--- config.mk ---
export PLATFORM = sky130hd
export DESIGN_NAME = alarm_irq_ctrl
export DESIGN_NICKNAME = d
export VERILOG_FILES = /design/src/rtl/alarm_pkg.sv /design/src/rtl/alarm_match.sv /design/src/rtl/pulse_timer.sv /design/src/rtl/alarm_irq_ctrl.sv
export SDC_FILE = /design/constraint.sdc
export NUM_CORES = 1
export LEC_CHECK = 0
export ABC_CLOCK_PERIOD_IN_PS = 1500
export BUFFER_PORTS_ARGS = -buffer_cell sky130_fd_sc_hd__buf_2
export CAP_MARGIN = 5
export CORE_ASPECT_RATIO = 0.75
export CORE_MARGIN = 5
export CORE_UTILIZATION = 36
export DETAILED_ROUTE_END_ITERATION = 6
export MAX_ROUTING_LAYER = met4
export PLACE_DENSITY = 0.79
export SETUP_SLACK_MARGIN = 0.1
export SLEW_MARGIN = 20
export SYNTH_ARGS = -nofsm -noshare
export SYNTH_HDL_FRONTEND = slang
export SYNTH_SLANG_ARGS = --single-unit
--- constraint.sdc ---
create_clock -name clk -period 1.5 [get_ports clk]
set_input_delay 0.3 -clock clk [delete_from_list [all_inputs] [get_ports clk]]
set_output_delay 0.3 -clock clk [all_outputs]
set_load 0.005 [all_outputs]
--- src/rtl/alarm_pkg.sv ---
package alarm_pkg;
    localparam int NFIELD = 8;
    // field widths, LSB first: sec units, sec tens, min units, min tens, hour, day, month, dow
    localparam int FW [NFIELD] = '{4, 3, 4, 3, 6, 6, 5, 3};

    function automatic int fld_lo(input int idx);
        int s;
        s = 0;
        for (int k = 0; k < idx; k++) s += FW[k];
        return s;
    endfunction

    localparam int TIME_W = fld_lo(NFIELD);
endpackage

--- src/rtl/alarm_match.sv ---
module alarm_match
    import alarm_pkg::*;
(
    input  logic              clk,
    input  logic              rst_n,
    input  logic              tick,
    input  logic [TIME_W-1:0] now_time,
    input  logic [TIME_W-1:0] alm_time,
    input  logic [NFIELD-1:0] mask,
    output logic              hit
);
    typedef struct packed {
        logic prev;
        logic hit;
    } match_st_t;

    match_st_t st_d, st_q;
    logic [NFIELD-1:0] fld_eq;
    logic all_eq;

    for (genvar i = 0; i < NFIELD; i++) begin : g_fld
        localparam int LO = fld_lo(i);
        localparam int W  = FW[i];
        assign fld_eq[i] = !mask[i] || (now_time[LO +: W] == alm_time[LO +: W]);
    end

    assign all_eq = (&fld_eq) && (|mask);

    always_comb begin
        st_d     = st_q;
        st_d.hit = 1'b0;
        if (tick) begin
            st_d.prev = all_eq;
            st_d.hit  = all_eq && !st_q.prev;
        end
    end

    always_ff @(posedge clk or negedge rst_n) begin
        if (!rst_n) st_q <= '0;
        else        st_q <= st_d;
    end

    assign hit = st_q.hit;

    // an event only follows a sampled tick
    assert_hit_needs_tick_R3: assert property (@(posedge clk) disable iff (!rst_n)
        hit |-> $past(tick));
    // an event needs at least one enabled field
    assert_empty_mask_silent_R2: assert property (@(posedge clk) disable iff (!rst_n)
        hit |-> ($past(mask) != '0));
endmodule

--- src/rtl/pulse_timer.sv ---
module pulse_timer #(
    parameter int PULSE_LEN = 1024
) (
    input  logic clk,
    input  logic rst_n,
    input  logic start,
    input  logic osc_tick,
    output logic active
);
    localparam int CW = $clog2(PULSE_LEN + 1);

    typedef struct packed {
        logic [CW-1:0] cnt;
    } tmr_st_t;

    tmr_st_t st_d, st_q;

    always_comb begin
        st_d = st_q;
        if (start)
            st_d.cnt = CW'(PULSE_LEN);
        else if (osc_tick && st_q.cnt != '0)
            st_d.cnt = st_q.cnt - 1'b1;
    end

    always_ff @(posedge clk or negedge rst_n) begin
        if (!rst_n) st_q <= '0;
        else        st_q <= st_d;
    end

    assign active = (st_q.cnt != '0);

    assert_restart_full_R9: assert property (@(posedge clk) disable iff (!rst_n)
        start |=> (st_q.cnt == CW'(PULSE_LEN)));
    assert_count_bound_R7: assert property (@(posedge clk) disable iff (!rst_n)
        st_q.cnt <= CW'(PULSE_LEN));
    assert_hold_without_osc_R10: assert property (@(posedge clk) disable iff (!rst_n)
        (!osc_tick && !start) |=> $stable(st_q.cnt));
endmodule

--- src/rtl/alarm_irq_ctrl.sv ---
module alarm_irq_ctrl
    import alarm_pkg::*;
#(
    parameter int PULSE_LEN = 1024
) (
    input  logic              clk,
    input  logic              rst_n,
    input  logic              tick_1hz,
    input  logic              osc_tick,
    input  logic              status_clr,
    input  logic              pulse_mode,
    input  logic              irq_en0,
    input  logic              irq_en1,
    input  logic [TIME_W-1:0] now_time,
    input  logic [TIME_W-1:0] alm0_time,
    input  logic [TIME_W-1:0] alm1_time,
    input  logic [NFIELD-1:0] alm0_mask,
    input  logic [NFIELD-1:0] alm1_mask,
    output logic              irq_n,
    output logic              flag0,
    output logic              flag1
);
    localparam int NALM = 2;

    typedef struct packed {
        logic f0;
        logic f1;
    } flag_st_t;

    flag_st_t st_d, st_q;
    logic [NALM-1:0]             hit;
    logic [NALM-1:0][TIME_W-1:0] alm_t;
    logic [NALM-1:0][NFIELD-1:0] alm_m;
    logic pulse_start, pulse_active;

    assign alm_t = {alm1_time, alm0_time};
    assign alm_m = {alm1_mask, alm0_mask};

    for (genvar a = 0; a < NALM; a++) begin : g_alm
        alarm_match u_match (
            .clk      (clk),
            .rst_n    (rst_n),
            .tick     (tick_1hz),
            .now_time (now_time),
            .alm_time (alm_t[a]),
            .mask     (alm_m[a]),
            .hit      (hit[a])
        );
    end

    assign pulse_start = pulse_mode && hit[0];

    pulse_timer #(.PULSE_LEN(PULSE_LEN)) u_pulse (
        .clk      (clk),
        .rst_n    (rst_n),
        .start    (pulse_start),
        .osc_tick (osc_tick),
        .active   (pulse_active)
    );

    always_comb begin
        st_d    = st_q;
        st_d.f0 = (st_q.f0 && !status_clr) || (hit[0] && !pulse_mode);
        st_d.f1 = (st_q.f1 && !status_clr) || hit[1];
    end

    always_ff @(posedge clk or negedge rst_n) begin
        if (!rst_n) st_q <= '0;
        else        st_q <= st_d;
    end

    assign flag0 = st_q.f0;
    assign flag1 = st_q.f1;
    assign irq_n = pulse_mode ? !pulse_active
                              : !((st_q.f0 && irq_en0) || (st_q.f1 && irq_en1));

    assert_flag_set_R4: assert property (@(posedge clk) disable iff (!rst_n)
        (hit[0] && !pulse_mode) |=> flag0);
    assert_flag_clear_R6: assert property (@(posedge clk) disable iff (!rst_n)
        (status_clr && hit == '0) |=> (!flag0 && !flag1));
    assert_pulsed_no_flag0_R7: assert property (@(posedge clk) disable iff (!rst_n)
        (pulse_mode && !flag0) |=> !flag0);
    assert_pulsed_flag1_R8: assert property (@(posedge clk) disable iff (!rst_n)
        hit[1] |=> flag1);
endmodule

==> impl_metrics.toml, run 1 <==
[synthesis]
synth_edf_count = 0
synth_top_family_by_area = "XOR/XNOR gates"
async_flop_share_pct = 100
synth.most_common_cell = "xnor2_1"
avgSynthCellArea_sq_um = 9.10
synth_nets = 309
synth_top_area_share_pct = 27.7
synth_warnings = 0
yosysSeqAreaShare_pct = 25.8
synth_area_sq_um = 1650
ys_types = 34
synthCells = 181
synth_xor_area_share_pct = 40.4
synth_top_cell_by_area = "xnor2_1"
yosys-top-cells-area = "xnor2_1 28%, dfrtp_1 26%, xor2_1 13%"
ys_top_cells_by_count = "52 x xnor2_1, 24 x xor2_1, 17 x dfrtp_1, 14 x nor2_1, 11 x nand3_1"
synthAdderAreaFrac_pct = 1.52
synth-seq-cells = 17
synth.area.mux_share_pct = 0
yosys.area_share.simple_pct = 17.9
synth_flop_cell = "dfrtp_1"
synth-compound-area-share_pct = 12.2

[global_routing]
grt_first_pass_wirelength_microns = 8450
antenna_found_initial = 0
gr-usage-all-layers_pct = 18.6
grt_max_degree = 18
grt_pass1_vias = 1969
grt-ovfl-total = 0

[power_and_ir_drop]
peakVddDrop_mv = 0.573
power_w = 0.00246
p_leak_nw = 1.25
pwr-share-clk_pct = 13.9
power.share.sequential_pct = 28.3
power_density_nw_per_um2 = 930
swShare_pct = 35.4
intPower_w = 0.00159
power.share.combinational_pct = 57.8
p_sw_w = 0.000871

[detailed_routing]
drc = 0
dr.pass1.iters = 5
drt.antenna.violating_nets = 0
drt_iter0_markers = 73
drt_wl_total_microns = 5430
wl_per_cell_microns = 13.8
vias = 1926
vias_per_cell = 4.90

[finish]
syn_to_final_growth_pct = 60.6
final_nets = 465
antennaDiodeCount = 0
drive_gt1_share_pct = 50.3
final_core_util_pct = 59.6

[floorplanning]
fp.dieH_microns = 68.6
start_util_pct = 37.1
core-area_sq_um = 4440
rows = 21
ios = 129
die_w_microns = 88.1
die_area_sq_um = 6040

[sta]
worstMarginPinSlew_ps = 401
layout_setup_ws_ps = -346
fmax_ghz = 0.542
min_period_ps = 1850
finalHoldViolations = 0
slew_violations = 0
min_period_over_period_pct = 123
rsz0062_at_grt = "true"
setup_viol = 12
clock-skew-final_ps = 1.85
relSlewSlack_pct = 73.3

[min_path]
hold-path-endpoint = "g_alm[0].u_match.st_q[1]$_DFFE_PN0P_"
whs_path_depth = 2
hold_start = "tick_1hz"
hold_path_class = "in -> reg"

[setup_path]
path_class = "reg -> out"
start_kind = "flip-flop"
r2r_cells = 7
critPathLaunch = "u_pulse.st_q[8]$_DFFE_PN0P_"
r2r_setup_slack_ps = -230
cp_data_required_time_ps = 1200
cp.arrival_ps = 1550
critPathMaxFanout = 2
end_kind = "output pin"
reg2reg_to = "u_pulse.st_q[4]$_DFFE_PN0P_"
r2r_start = "u_pulse.st_q[9]$_DFFE_PN0P_"

[clock_network]
cts.htree.levels = 1
cts-root-buf = "clkbuf_8"
clk_latency_ps = 260
cts_made_buffers = 3
cts_tree = "yes"
cts_buffer_depth = 2
path_clk_slew_ps = 60
cts_num_sinks = 17

[status]
violations = "setup timing"
status = "complete, but fails checks"

[placed_design]
gp_congestion = 0.834
dpl.hpwl_microns = 4790
port_buffers = 128
dp_slack_ps = -117

[job]
maxCapViolations = 0
## layout make-up
cell class / count / area (sq um)
Inverter: 8 / 30.0
Sequential cell: 17 / 425
Clock buffer: 4 / 45.0
Multi-Input combinational cell: 155 / 1250
Timing Repair Buffer: 152 / 827
Tap cell: 57 / 71.3
Fill cell: 397 / 1800
## routing by layer
metal / GRT usage (%) / vias up / wire length (microns)
met3: 2.14 / 10 / 502
met2: 33.5 / 93 / 2720
met1: 21.5 / 863 / 2090
li1: - / 960 / -
met4: 7.36 / 0 / 114
met5: - / - / 0
## stage by stage
step / instance area (sq um) / hold slack, ps / setup TNS (ps) / cells
global placement: 2490 / 240 / -516 / 383
floorplan: 1650 / 4.41 / -394 / 181
finish: 2650 / 283 / -1660 / 393
global route: 2650 / 284 / -2860 / 393
detailed placement: 2490 / 239 / -932 / 383
CTS: 2620 / 266 / -1490 / 392
## cell families after synthesis
| kind of cell | count (synthesis) |
|---|---|
| AOI/OAI and AO/OA | 24 |
| xor gates and xnor gates | 76 |
| adders and majority gates | 2 |
| buffers and inverters | 9 |
| DFF | 17 |
| and+or+nand+nor | 53 |
## state kept, by name (all words and copies together), names as in the netlist
name and count:
flag0 1, flag1 1, g_alm.u_match.hit 2, g_alm.u_match.st_q 2, u_pulse.st_q 11
## cells in the final DEF, fill, tap and decap left out, types with 3 or more instances in the layout
| master | synthesis | routed |
|---|---|---|
| dfrtp_1 | 17 | 17 |
| o31ai_1 | 6 | 6 |
| buf_2 | 0 | 128 |
| buf_4 | 0 | 22 |
| nand3_1 | 11 | 11 |
| inv_1 | 8 | 8 |
| xnor2_1 | 52 | 51 |
| nor2_1 | 14 | 12 |
| nand4_1 | 8 | 8 |
| xor2_1 | 24 | 24 |
| nor4_1 | 7 | 6 |
| clkbuf_8 | 0 | 3 |
## power by group through the flow
stage	clock, W	combinational [W]	sequential, W
2_1_floorplan	0	0.000567	0.000738
3_3_place_gp	0	0.00122	0.000700
3_5_place_dp	0	0.00125	0.000706
4_1_cts	0.000353	0.00139	0.000693
5_1_grt	0.000371	0.00155	0.000716
6_report	0.000343	0.00142	0.000695
## worst max path at each step
stage	end	depth (start not counted)	slack, ps
6_report	irq_n	4	-350
5_1_grt	irq_n	4	-400
4_1_cts	irq_n	4	-330
3_5_place_dp	u_pulse.st_q[8]$_DFFE_PN0P_	5	-120
3_3_place_gp	u_pulse.st_q[8]$_DFFE_PN0P_	5	-110
2_1_floorplan	u_pulse.st_q[8]$_DFFE_PN0P_	5	-80
## critical path, cell delays in order, from the launching register on
cell and delay (ps):
dfrtp_1 380, or4_4 550, nor2_4 100, a31o_2 150
buf_2 110
## what timing repair did
item                                    in CTS  in global routing
hold endpoints to repair                    17                  0
gates cloned                                 0                  0
setup buffers                                5                  1
pin swaps                                    8                  4
hold buffers                                 1                  0
gates resized for setup                      7                  4
endpoints found under the setup margin      12                 14
(Power assumes the default switching activity.)
==> run 2: changes to the inputs <==
--- a/config.mk
+++ b/config.mk
@@ -12,7 +12,6 @@
 export CORE_MARGIN = 5
 export CORE_UTILIZATION = 36
 export DETAILED_ROUTE_END_ITERATION = 6
-export MAX_ROUTING_LAYER = met4
 export PLACE_DENSITY = 0.79
 export SETUP_SLACK_MARGIN = 0.1
 export SLEW_MARGIN = 20
==> run 2 against run 1 <==
Against the previous run:
- combinational power barely moved
- global-route usage fell by 0.52 points
- the run still ends with setup timing left
- die area did not move
- flip-flop and latch count did not move
- first-iteration DRC count fell by 1.4%
- hold slack got worse by 8.1 ps
- count of clock-buffer cells in the layout did not move
- wire length barely moved
- utilization did not move
- final area did not move
==> impl_metrics.toml, run 2 (synthesized netlist as in run 1, its figures left out) <==
[status]
status = "complete, but fails checks"
violations = "setup timing"

[sta]
holdWs_ps = 275
rsz0062_at_grt = "true"
slew_violations = 0
min_period_ps = 1850
fmax_ghz = 0.542
worstMarginPinSlew_ps = 404
layout_setup_ws_ps = -346
relSlewSlack_pct = 72.8
setup_viol = 12
clock-skew-final_ps = 1.92
finalHoldViolations = 0
min_period_over_period_pct = 123

[detailed_routing]
drt.antenna.violating_nets = 0
routed.top_layer = "met4"
drt_iter0_markers = 72
dr.pass1.iters = 4
met1_length_microns = 2140
drt_wl_total_microns = 5420
wl_met3_microns = 454
wl_per_cell_microns = 13.8
vias = 1922
vias_per_cell = 4.89
drc = 0
dr_wl_met2_microns = 2710

[setup_path]
path_cells = "or4_4, nor2_4, a31o_2, buf_2"
path_class = "reg -> out"
r2r_cells = 7
cp_slowest_stage_delay_ps = 550
cp_data_required_time_ps = 1200
critPathMaxFanout = 2
r2r_setup_slack_ps = -230
slowest_stage = "or4_4"
critPathBufInv = 1
cp.arrival_ps = 1550
path_delay_family = "simple AND/OR/NAND/NOR gates"
end_kind = "output pin"
r2r_start = "u_pulse.st_q[9]$_DFFE_PN0P_"
start_kind = "flip-flop"
reg2reg_to = "u_pulse.st_q[4]$_DFFE_PN0P_"

[job]
maxCapViolations = 0

[finish]
drive_gt1_share_pct = 50.3
syn_to_final_growth_pct = 60.6
final_common_cell = "buf_2"
largest_register_ffs = 11
final_cell_mix = "128 x buf_2, 51 x xnor2_1, 24 x xor2_1, 22 x buf_4, 17 x dfrtp_1"
antennaDiodeCount = 0
n_fill_cell = 397
final_nets = 465
top_register = "u_pulse.st_q"

[clock_network]
cts_num_sinks = 17
cts.htree.levels = 1
clk_latency_ps = 260
path_clk_slew_ps = 60
cts_tree = "yes"
cts_buffer_depth = 2
cts_made_buffers = 3
cts-root-buf = "clkbuf_8"

[global_routing]
antenna_found_initial = 0
gr-usage-all-layers_pct = 18.1
grt_max_degree = 18
grt_pass1_vias = 1969
grt-ovfl-total = 0
grt_first_pass_wirelength_microns = 8450

[power_and_ir_drop]
power_density_nw_per_um2 = 930
p_leak_nw = 1.25
peakVddDrop_mv = 0.573

[min_path]
hold-path-endpoint = "g_alm[0].u_match.st_q[1]$_DFFE_PN0P_"
hold_start = "tick_1hz"
hold_path_class = "in -> reg"
whs_path_depth = 2

[placed_design]
gp_congestion = 0.821
port_buffers = 128
dpl.hpwl_microns = 4790
dp_slack_ps = -117

[floorplanning]
die_w_microns = 88.1
rows = 21
core-area_sq_um = 4440
die_area_sq_um = 6040
ios = 129
start_util_pct = 37.1
fp.dieH_microns = 68.6
## run 2: how the worst max path moves through the flow
stage / start / end / slack, ps / cells past startpoint
6_report: u_pulse.st_q[8]$_DFFE_PN0P_ / irq_n / -350 / 4
5_1_grt: u_pulse.st_q[8]$_DFFE_PN0P_ / irq_n / -400 / 4
4_1_cts: u_pulse.st_q[8]$_DFFE_PN0P_ / irq_n / -330 / 4
3_5_place_dp: u_pulse.st_q[9]$_DFFE_PN0P_ / u_pulse.st_q[8]$_DFFE_PN0P_ / -120 / 5
3_3_place_gp: u_pulse.st_q[9]$_DFFE_PN0P_ / u_pulse.st_q[8]$_DFFE_PN0P_ / -110 / 5
2_1_floorplan: u_pulse.st_q[9]$_DFFE_PN0P_ / u_pulse.st_q[8]$_DFFE_PN0P_ / -80 / 5
## run 2: power by group
group	switching, W	internal [W]	total, W
registers	0.0000889	0.000606	0.000695
logic	0.000628	0.000794	0.00142
clock network	0.000154	0.000189	0.000343
## run 2: cell type report
type                    count  area [sq um]  share of cell area [%]
well taps                  57          71.3                    2.70
clock buffers               4          45.0                    1.70
repair buffers            152           827                    31.3
multi-input cells         155          1250                    47.1
inverters                   8          30.0                    1.14
flip-flops and latches     17           425                    16.1
## run 2: layer usage
layer,up-vias,track usage (%)
met1,855,21.3
met4,0,7.36
met5,-,0
met2,97,33.5
li1,960,-
met3,10,2.49
## run 2: worst reg2reg max path, cell delays in order (launching register included)
cell	delay [ps]
dfrtp_1	380
buf_4	140
nor4_1	290
buf_4	180
a41oi_2	210
nand3_1	170
xor2_1	180
nor2_1	60
## run 2: repair_timing
action	4_1_cts	5_1_grt
buffers inserted	5	1
hold endpoints to repair	17	0
resized for setup	7	4
hold buffers	1	0
setup endpoints to repair	12	14
pin swaps	8	4
## run 2: metrics by stage
stage               TNS, ps  instances  utilization (%)  area (sq um)  power (W)
finish                -1660        393             59.6          2650    0.00246
floorplan              -394        181                -          1650    0.00131
global route          -2860        393             59.6          2650    0.00263
detailed placement     -932        383             56.1          2490    0.00195
global placement       -516        383             56.1          2490    0.00192
CTS                   -1490        392             58.9          2620    0.00244
==> run 3: changes to the inputs <==
--- a/config.mk
+++ b/config.mk
@@ -17,4 +17,5 @@
 export SLEW_MARGIN = 20
 export SYNTH_ARGS = -nofsm -noshare
 export SYNTH_HDL_FRONTEND = slang
+export SYNTH_HIERARCHICAL = 1
 export SYNTH_SLANG_ARGS = --single-unit
==> run 3 against run 2 <==
Against the previous run:
- the run still ends with setup timing left
- combinational power grew 3%
- register-to-register slack worse by 100 ps
- wire length increased by 7.6%
- maximum frequency decreased by 9.2%
- final cell count is 1.3% higher
- sequential share of layout area decreased by 0.48 points
- final area increased by 3.4%
- non-clock buffer count rose by 3
- synthesized cell count grew 1.1%
- worst setup slack worse by 190 ps
- via count rose by 3.4%
- utilization increased by 1.6 points
- highest routed layer unchanged
==> impl_metrics.toml, run 3 <==
[status]
status = "complete, but fails checks"
violations = "setup timing"

[synthesis]
ys_types = 38
synth_top_area_share_pct = 25.7
yosys-top-cells-area = "xnor2_1 26%, dfrtp_1 25%, xor2_1 12%"
async_flop_share_pct = 100
avgSynthCellArea_sq_um = 9.12
synth-seq-cells = 17
synth_area_sq_um = 1670
ys_top_cells_by_count = "49 x xnor2_1, 22 x xor2_1, 17 x dfrtp_1, 11 x nand3_1, 9 x nand4_1"
yosysSeqAreaShare_pct = 25.5
synth_flop_cell = "dfrtp_1"
synth_edf_count = 0
synth.most_common_cell = "xnor2_1"
synthCells = 183
synth_top_cell_by_area = "xnor2_1"
synth_nets = 310
synth_warnings = 6

[clock_network]
cts_buffer_depth = 2
clk_latency_ps = 250
cts_tree = "yes"
cts-root-buf = "clkbuf_8"
cts_num_sinks = 17
cts.htree.levels = 1
path_clk_slew_ps = 60
cts_made_buffers = 3

[setup_path]
cp_data_required_time_ps = 1200
reg2reg_to = "u_pulse/st_q[5]$_DFFE_PN0P_"
r2r_start = "u_pulse/st_q[6]$_DFFE_PN0P_"
cp-endpoint = "irq_n"
critPathLaunch = "u_pulse/st_q[6]$_DFFE_PN0P_"
r2r_setup_slack_ps = -330
start_kind = "flip-flop"
critPathMaxFanout = 2
cp.arrival_ps = 1730
r2r_cells = 4
end_kind = "output pin"
path_class = "reg -> out"

[power_and_ir_drop]
power.share.sequential_pct = 28.8
p_sw_w = 0.000927
swShare_pct = 36.6
power_density_nw_per_um2 = 927
power_w = 0.00253
power.share.combinational_pct = 57.8
p_leak_nw = 1.28
pwr-share-clk_pct = 13.4
intPower_w = 0.00161
peakVddDrop_mv = 0.725

[detailed_routing]
vias = 1988
dr.pass1.iters = 6
vias_per_cell = 4.99
drt_wl_total_microns = 5840
wl_per_cell_microns = 14.7
drt_iter0_markers = 57
drc = 0
drt.antenna.violating_nets = 0

[job]
maxCapViolations = 0

[sta]
clock-skew-final_ps = 2.21
finalHoldViolations = 0
holdWs_ps = 273
slew_violations = 0
relSlewSlack_pct = 74.5
min_period_over_period_pct = 136
min_period_ps = 2030
rsz0062_at_grt = "true"
layout_setup_ws_ps = -534
setup_tns_ps = -3240
setup_viol = 12
worstMarginPinSlew_ps = 382
fmax_ghz = 0.492

[floorplanning]
core-area_sq_um = 4470
start_util_pct = 37.4
die_w_microns = 88.6
ios = 129
fp.dieH_microns = 69.0
rows = 21
die_area_sq_um = 6110

[placed_design]
dpl.hpwl_microns = 5040
placed_cell_area_sq_um = 2530
dp_slack_ps = -305
gp_congestion = 0.816
port_buffers = 128

[global_routing]
gr-usage-all-layers_pct = 19.5
grt_pass1_vias = 2195
grt_max_degree = 18
antenna_found_initial = 0
grt-ovfl-total = 0
grt_first_pass_wirelength_microns = 9360

[finish]
top_register = "u_pulse/st_q"
fin_area_sq_um = 2730
antennaDiodeCount = 0
largest_register_ffs = 11
syn_to_final_growth_pct = 63.8
final_nets = 469
final_common_cell = "buf_2"
drive_gt1_share_pct = 54.3
final_cell_mix = "128 x buf_2, 49 x xnor2_1, 23 x buf_4, 22 x xor2_1, 16 x dfrtp_1"

[min_path]
hold_path_class = "in -> reg"
run 3: power groups by stage:
| stage | logic [W] | clock network [W] | registers [W] |
|---|---|---|---|
| after global placement | 0.00117 | 0 | 0.000692 |
| after global routing | 0.00160 | 0.000361 | 0.000742 |
| after CTS | 0.00137 | 0.000351 | 0.000710 |
| after detailed placement | 0.00121 | 0 | 0.000697 |
| final | 0.00146 | 0.000340 | 0.000730 |
| after floorplan | 0.000585 | 0 | 0.000716 |
run 3: final cells by class:
cell class	count	area, sq um
repair buffers	155	857
well taps	57	71.3
fillers	379	1730
flip-flops and latches	17	427
inverters	8	30.0
clock buffers	4	45.0
multi-input cells	157	1300
run 3: how the worst min path moves through the flow:
stage,from,end,slack (ps),cells after the start
6_report,tick_1hz,g_alm[1].u_match/st_q[1]$_DFFE_PN0P_,270,2
5_1_grt,tick_1hz,g_alm[1].u_match/st_q[1]$_DFFE_PN0P_,300,2
4_1_cts,tick_1hz,g_alm[1].u_match/st_q[1]$_DFFE_PN0P_,270,2
3_5_place_dp,rst_n,u_pulse/st_q[8]$_DFFE_PN0P_,240,1
3_3_place_gp,rst_n,u_pulse/st_q[8]$_DFFE_PN0P_,240,1
2_1_floorplan,rst_n,flag0$_DFF_PN0_,4,0
run 3: cells by family (layout without fill, tap and decap cells):
kind of cell,count (synthesis),count (layout),share of synthesized area [%]
compound gates,31,31,14.5
xor+xnor,71,71,37.3
fa+ha+maj,1,1,0.750
buf+inv,9,167,2.02
flops,17,17,25.5
simple gates,54,54,19.9
run 3: what timing repair did:
item                                    in CTS  in global routing
endpoints found under the hold margin       17                  0
gates cloned                                 0                  0
setup buffers                                4                  4
hold buffers                                 1                  0
endpoints found under the setup margin      12                 13
resized for setup                           11                 11
pin swaps                                   10                 15
run 3: per-layer routing:
metal	GRT usage (%)	wire length (microns)	up-vias
met2	37.0	3070	72
met5	0	0	-
met3	3.44	401	10
li1	-	-	983
met1	22.6	2290	923
met4	4.91	72	0
run 3: worst max-delay path, cell delays in order (launching register included):
cell and delay [ps]:
dfrtp_1 380, or4_4 580, nor3_4 230, inv_1 80, o21ai_2 100, buf_2 120
run 3: metrics by stage:
| step | utilization [%] | cells |
|---|---|---|
| 2_1_floorplan | - | 183 |
| 3_3_place_gp | 56.6 | 386 |
| 3_5_place_dp | 56.6 | 386 |
| 4_1_cts | 59.6 | 395 |
| 5_1_grt | 61.2 | 398 |
| 6_report | 61.2 | 398 |
